File: src/rtl/smm_region_regs.sv
module smm_region_regs #(
  parameter logic [7:0] HDR_IDX0 = 8'hB0,
  parameter logic [7:0] RGN_IDX0 = 8'hCD
) (
  input  logic        clk,
  input  logic        rst_n,
  input  logic        idx_wr,
  input  logic [7:0]  idx_in,
  input  logic        dat_wr,
  input  logic        dat_rd,
  input  logic [7:0]  dat_in,
  output logic [7:0]  dat_out,
  output logic        dat_oe,
  input  logic        map_en,
  input  logic        lock,
  input  logic        smi_active,
  input  logic [31:0] cmp_addr,
  output logic        hit
);
  localparam logic [7:0] RGN_IDX1 = RGN_IDX0 + 8'd1;
  localparam logic [7:0] RGN_IDX2 = RGN_IDX0 + 8'd2;

  logic [7:0]  idx_q;
  logic [31:0] hdr_q;
  logic [19:0] base_q;
  logic [3:0]  size_q;

  logic       hdr_sel, rgn_sel, hdr_ok, rgn_wr_ok;
  logic [1:0] hdr_byte;

  assign hdr_sel   = (idx_q[7:2] == HDR_IDX0[7:2]);
  assign hdr_byte  = idx_q[1:0];
  assign rgn_sel   = (idx_q == RGN_IDX0) || (idx_q == RGN_IDX1) || (idx_q == RGN_IDX2);
  assign hdr_ok    = hdr_sel && map_en;
  assign rgn_wr_ok = !lock || smi_active;

  always_ff @(posedge clk) begin
    if (!rst_n) begin
      idx_q  <= '0;
      hdr_q  <= '0;
      base_q <= '0;
      size_q <= '0;
    end else begin
      if (idx_wr) idx_q <= idx_in;
      if (dat_wr && hdr_ok) hdr_q[hdr_byte*8 +: 8] <= dat_in;
      if (dat_wr && rgn_sel && rgn_wr_ok) begin
        if (idx_q == RGN_IDX0) base_q[19:12] <= dat_in;
        if (idx_q == RGN_IDX1) base_q[11:4]  <= dat_in;
        if (idx_q == RGN_IDX2) {base_q[3:0], size_q} <= dat_in;
      end
    end
  end

  logic [7:0] rd_byte;
  always_comb begin
    rd_byte = '0;
    if (hdr_ok) rd_byte = hdr_q[hdr_byte*8 +: 8];
    else if (idx_q == RGN_IDX0) rd_byte = base_q[19:12];
    else if (idx_q == RGN_IDX1) rd_byte = base_q[11:4];
    else if (idx_q == RGN_IDX2) rd_byte = {base_q[3:0], size_q};
  end

  assign dat_oe  = dat_rd && (hdr_ok || rgn_sel);
  assign dat_out = dat_oe ? rd_byte : 8'h00;

  logic [4:0]  shamt;
  logic [19:0] cmp_mask;
  assign shamt    = (size_q == 4'hF || size_q == 4'h0) ? 5'd0 : {1'b0, size_q} - 5'd1;
  assign cmp_mask = ~((20'h1 << shamt) - 20'h1);
  assign hit      = (size_q != 4'h0) && (((cmp_addr[31:12] ^ base_q) & cmp_mask) == 20'h0);


  hdr_gate_chk: assert property (@(posedge clk) disable iff (!rst_n)
    (dat_wr && !map_en) |=> $stable(hdr_q));

  rgn_lock_chk: assert property (@(posedge clk) disable iff (!rst_n)
    (dat_wr && lock && !smi_active) |=> ($stable(base_q) && $stable(size_q)));

  size_off_chk: assert property (@(posedge clk) disable iff (!rst_n)
    (size_q == 4'h0) |-> !hit);

  unowned_chk: assert property (@(posedge clk) disable iff (!rst_n)
    (!hdr_sel && !rgn_sel) |-> !dat_oe);

  idle_bus_chk: assert property (@(posedge clk) disable iff (!rst_n)
    !dat_rd |-> (dat_out == 8'h00 && !dat_oe));
endmodule

File: config.mk
export PLATFORM = sky130hd
export DESIGN_NAME = smm_region_regs
export DESIGN_NICKNAME = d
export VERILOG_FILES = /design/src/rtl/smm_region_regs.sv
export SDC_FILE = /design/constraint.sdc
export NUM_CORES = 1
export LEC_CHECK = 0
export BUFFER_PORTS_ARGS = -buffer_cell sky130_fd_sc_hd__buf_2
export CORE_ASPECT_RATIO = 1.5
export CORE_MARGIN = 1.5
export CORE_UTILIZATION = 40
export CTS_CLUSTER_DIAMETER = 60
export DETAILED_ROUTE_END_ITERATION = 10
export PLACE_DENSITY = 0.59
export SLEW_MARGIN = 20
export SYNTH_ARGS = -nofsm -noshare
export SYNTH_HDL_FRONTEND = slang
export SYNTH_SLANG_ARGS = --single-unit
File: constraint.sdc
create_clock -name clk -period 8.3 [get_ports clk]
set_clock_uncertainty 0.1 [all_clocks]
set_input_delay 1.245 -clock clk [delete_from_list [all_inputs] [get_ports clk]]
set_output_delay 1.245 -clock clk [all_outputs]
set_load 0.05 [all_outputs]
# [Word-level counts from Yosys, hierarchy flattened]
# Cells that the tools add are included.
[totals] ff_bits=64 latch_bits=0 ramBits=0 rom_bits=0 input_bits=56 out_inout_bits=10 elab_cells=46 n_memories=0
[classes] n_addsub=3 multipliers=0 div=0 order_cmp=0 eq_ne=5 shifts=4 n_mux=7 bitwise_logic=3 reduce_logical=18
[op_table] operator="$mux W8" count=5
[op_table] operator="$neg A5 Y34" count=1
[op_table] operator="$shift A8 B34 Y32 const A" count=1
[op_table] operator="$shiftx A8 B34 Y32" count=1
[op_table] operator="$bwmux W32" count=1
[op_table] operator="$shiftx A32 B6 Y8" count=1
[op_table] operator="$eq A8 B8 Y1 const B" count=3
[op_table] operator="$and A20 B20 Y20" count=1
[op_table] operator="$logic_not A20 Y1" count=1
[op_table] operator="$not A20 Y20" count=1
[op_table] operator="$shl A1 B5 Y20 const A" count=1
[op_table] operator="$sub A20 B1 Y20 const B" count=1
[op_table] operator="$xor A20 B20 Y20" count=1
[op_table] operator="$eq A6 B6 Y1 const B" count=1
[op_table] operator="$logic_and A1 B1 Y1" count=6
[op_table] operator="$reduce_and A2 Y1" count=3
[op_table] operator="$logic_or A1 B1 Y1" count=5
[op_table] operator="$mux W5" count=1
[op_table] operator="$sub A4 B1 Y5 const B" count=1
[op_table] operator="$eq A4 B4 Y1 const B" count=1
[op_table] operator="$logic_not A4 Y1" count=1
[op_table] operator="$reduce_bool A4 Y1" count=1
[op_table] operator="$logic_not A1 Y1" count=1

# [Longest topological paths before layout]
[logic_depth] word_depth=9 mapped_depth=15 ltp_nobuf=12

# [Worst setup path after synthesis]
# No wires, ideal clock.
[synth_timing] path_kind="in2out" from="input map_en" to="output dat_out[3]" t_arrival_ns=3.331 required_time_ns=6.955 slack_ns=3.624 path_stages=5 n_path_buf=1 path_cell_list="nand4b_1 nor4b_1 clkbuf_1 o21ai_1 a21oi_1"
[synth_via] elab_chain_cells=4 word_cells_on_any_way=5 cone_classes="mux: 2; reduce/logical: 3"
[synth_lines] item="from (decl)" line="14" text="input logic map_en,"
[synth_lines] item="$logic_and A1 B1 Y1 (*)" line="34" text="assign hdr_ok = hdr_sel && map_en;"
[synth_lines] item="$logic_or A1 B1 Y1" line="63" text="assign dat_oe = dat_rd && (hdr_ok || rgn_sel);"
[synth_lines] item="$logic_and A1 B1 Y1" line="63"
[synth_lines] item="$mux W8 (*)" line="64" text="assign dat_out = dat_oe ? rd_byte : 8'h00;"
[synth_lines] item="to (decl)" line="12" text="output logic [7:0] dat_out,"
# Every way passes the cells marked *; elsewhere a longest branch is shown, timed or not.

# [Worst setup path after layout]
[layout_timing] from="register size_q[0]" to="output hit"
[layout_via] elab_chain_cells=9 word_cells_on_any_way=12 cone_classes="add/sub: 2; eq/ne: 1; shift: 1; mux: 1; bitwise: 2; reduce/logical: 5"
[layout_lines] item="from (decl)" line="26" text="logic [3:0] size_q;"
[layout_lines] item="from (signal assigned)" line="49" text="if (idx_q == RGN_IDX2) {base_q[3:0], size_q} <= dat_in;"
[layout_lines] item="branches (longest 8 deep; another with $sub A20 B1 Y20)"
[layout_lines] item="$logic_and A1 B1 Y1 (*)" line="70" text="assign hit = (size_q != 4'h0) && (((cmp_addr[31:12] ^ base_q) & cmp_mask) == 20'h0);"
[layout_lines] item="to (decl)" line="18" text="output logic hit"
# Every way passes the cells marked *.

==> results summary <==
The total I/O pin count came out at 66. The number of fillers in the final layout is roughly 950. In this run the clock root is driven by a clkbuf_16. The met2 demand-to-capacity share in global routing is between 40% and 50%.

The setup path with the least slack is of type flip-flop to output pin. The final standard cell count with taps included and fillers excluded came out at 624. After the first detailed-routing iteration, the DRC count stood at 198. The register bit total from synthesis came out at 64. The final routed wire length divided by cell count is 18.1 um. In the global route stage, overall resource usage came out at 21.6%.

The first global-routing pass estimated 18000 um of wire. The clock insertion delay at the later pin of the skew report came out at about 0.34 ns. The portion of the post-synthesis area used by sequential elements is 31.8%.

The worst-case setup slack after placement came out at 3.02 ns. The congestion estimate from routability-driven global placement came to 0.925. The post-placement cell count is ~600. The number of vias per cell is ~5.7. Buffers inserted to repair hold after CTS numbered 0.

The half-perimeter wire length after placement is 8680 um. The met3 capacity usage during global routing is about 3.9%. The max-slew violation total from the final report came out at 0.

The net switching fraction of the power came out at 22.6%. The core region is 9740 sq um. Wires add up to 11300 um.

STA classifies the critical path startpoint as a flip-flop. The final cell utilization of the core came out at 47.5%. The achievable frequency came out at 0.174 GHz.

In the final layout, the share of cells above drive strength 1 is between 10% and 20%. The sequential power share came out at 43.7%. The critical path required time is 6.95 ns. The number of failing setup endpoints in the final timing report came out at 0. The worst-path maximum fanout is 18. The number of violations of the max-capacitance limit is 0. The headroom to the max-slew limit is 28.7%. The maximum count of clock buffers along a single path came out at 2. The count of nets left with antenna violations once routing finished came out at 0. The internal power contribution came out at around 0.56 mW. The total power divided by cell area is 155 nW/um^2.

The portion of total power attributed to combinational logic is 6.4%. TritonCTS built the clock tree. For this run, the number of Yosys warnings is 0. After clock tree synthesis, the repair step resized 0 gates. Relative to the synthesized area, the layout overhead comes to 14.8%.

The least setup slack across all paths after layout came out at 2.55 ns. The class of the tightest hold or removal check is flip-flop to flip-flop. Setup repair after global routing left no endpoint under its margin. After layout, the worst path uses 69.3% of the clock period.

The number of nets produced by synthesis is around 530. The post-synthesis cell area is 4030 sq um. Leaving out fill and tap cells, the most frequent cells in the layout are dfxtp_1, buf_2, nand2_1.

The repair_antennas step left the layout with diodes totalling 0. The data arrival time of the critical path is 4.40 ns. The number of nets in the final layout came out at between 500 and 600. The worst ir drop on vdd came out at 0.0986 mV.

After technology mapping, the gate count stands at 463. The mean area per synthesized cell came out at 8.71 sq um. The detailed-router iteration count before antenna repair came out at 8. The unique cell type count in the Yosys netlist is 65. The post-CTS setup-driven buffer insertion count came out at 0. The checks that failed: design-rule violations. The library cell used most frequently in the layout, excluding fill and tap cells, is dfxtp_1. The busiest layer in global routing is met2.

The measured slew at the worst slew-check pin came out at 1.07 ns. The floorplan die area is 10700 sq um. The post-route DRC violation count is 5. The net switching power is 0.163 mW. The CTS buffer count is 9. The hold violation count in the final report came to 0. The met1 track demand over resource came out at 22.4%. The run finished, with violations left.

The height of the die is 126 um. The async set-or-reset flop fraction in the synthesized netlist came out at 0%. The final period demand of the worst path is 5.75 ns. Counting flops with a built-in enable in the synthesized netlist gives 0.

The leakage component of the power came out at 1.63 nW. The pin count of the biggest net entering global routing is 65. The routed via count is 3549.

The horizontal die dimension is 85.0 um. The H-tree level count is 3. The residual overflow from global routing came out at 0. Counting every sink on the clock net gives 64. The number of placement rows came out at 44. The via count of the first global-routing pass came out at ~3600. Buffers placed on the I/O ports in this run total 53. For this configuration, the core starts out at a cell density of about two fifths. The number of antenna violations at the first check in global routing is 0.

The share of total power dissipated in the clock network is 49.9%. The worst setup path is captured at an output pin. For this run, the leading register cell type out of synthesis is dfxtp_1.

After routing, the total negative slack on setup checks comes to 0 ns. The clock input transition at the sequential cells of the worst setup and hold paths is approximately 0.050 ns.
## final timing paths
path / start / to / slack [ns] / depth (start not counted)
worst max register to register: idx_q[0] / hdr_q[14] / 5.46 / 5
worst min-delay path: hdr_q[11] / hdr_q[11] / 0.37 / 2
worst min register to register: hdr_q[11] / hdr_q[11] / 0.37 / 2
worst max-delay path: size_q[0] / hit / 2.55 / 13
## critical path, cell delays in order, from the launching register on
cell and delay (ns):
dfxtp_1 0.74, inv_1 0.28, ha_1 0.52, nand2_1 0.19, o311a_1 0.45, nand2b_1 0.20, ha_1 0.33, nand2_1 0.06
o211ai_1 0.11, a41oi_1 0.26, nand3_1 0.12, a211oi_1 0.31, and4_1 0.23, buf_2 0.26
## power groups by stage
stage | clock network [mW] | logic (mW) | registers, mW
floorplan | 0 | 0.0268 | 0.318
global placement | 0 | 0.0453 | 0.321
detailed placement | 0 | 0.0461 | 0.321
CTS | 0.365 | 0.0462 | 0.314
global route | 0.373 | 0.0504 | 0.314
finish | 0.359 | 0.0458 | 0.314
## metrics by stage
stage | cell area, sq um | hold slack [ns] | power [mW]
2_1_floorplan | 4030 | 0.338 | 0.345
3_3_place_gp | 4340 | 0.348 | 0.366
3_5_place_dp | 4340 | 0.361 | 0.367
4_1_cts | 4630 | 0.368 | 0.725
5_1_grt | 4630 | 0.393 | 0.738
6_report | 4630 | 0.366 | 0.719
## layer usage
layer / share of wire [%] / routed length, um
met1: 39 / 4400
met2: 55 / 6180
met3: 3.0 / 339
met4: 3.5 / 392
met5: 0 / 0
## cells in the mapped netlist, types with 7 or more instances
master	count	area, sq um
xnor2_1	10	87.6
nor2_1	26	97.6
mux2i_1	35	350
a21boi_0	32	240
nor2b_1	34	213
xor2_1	16	140
clkbuf_1	17	63.8
dfxtp_1	64	1280
mux4_2	8	180
o21ai_0	7	35.0
inv_1	9	33.8
a21oi_1	10	50.1
a22oi_1	8	60.1
nand2_1	48	180
ha_1	10	125
nand3_1	43	215
## sequential cells by signal, indices dropped and copies added, names as in the netlist
signal and cells:
hdr_q 32, base_q 20, idx_q 8, size_q 4
## kinds of logic after synthesis
group	synth area share, %
compound gates	17.7
xor+xnor	5.65
fa+ha+maj	3.10
buf+inv	3.63
flops	31.8
mux	13.5
simple gates	24.6
## final cells by class
| type | count | area [sq um] | share of cell area, % |
|---|---|---|---|
| Clock buffer | 13 | 270 | 5.84 |
| Multi-Input combinational cell | 366 | 2610 | 56.4 |
| Timing Repair Buffer | 54 | 273 | 5.89 |
| Inverter | 9 | 33.8 | 0.730 |
| Clock inverter | 3 | 15.0 | 0.324 |
| Sequential cell | 64 | 1280 | 27.7 |
| Tap cell | 115 | 144 | 3.11 |
(Power assumes the default switching activity.)
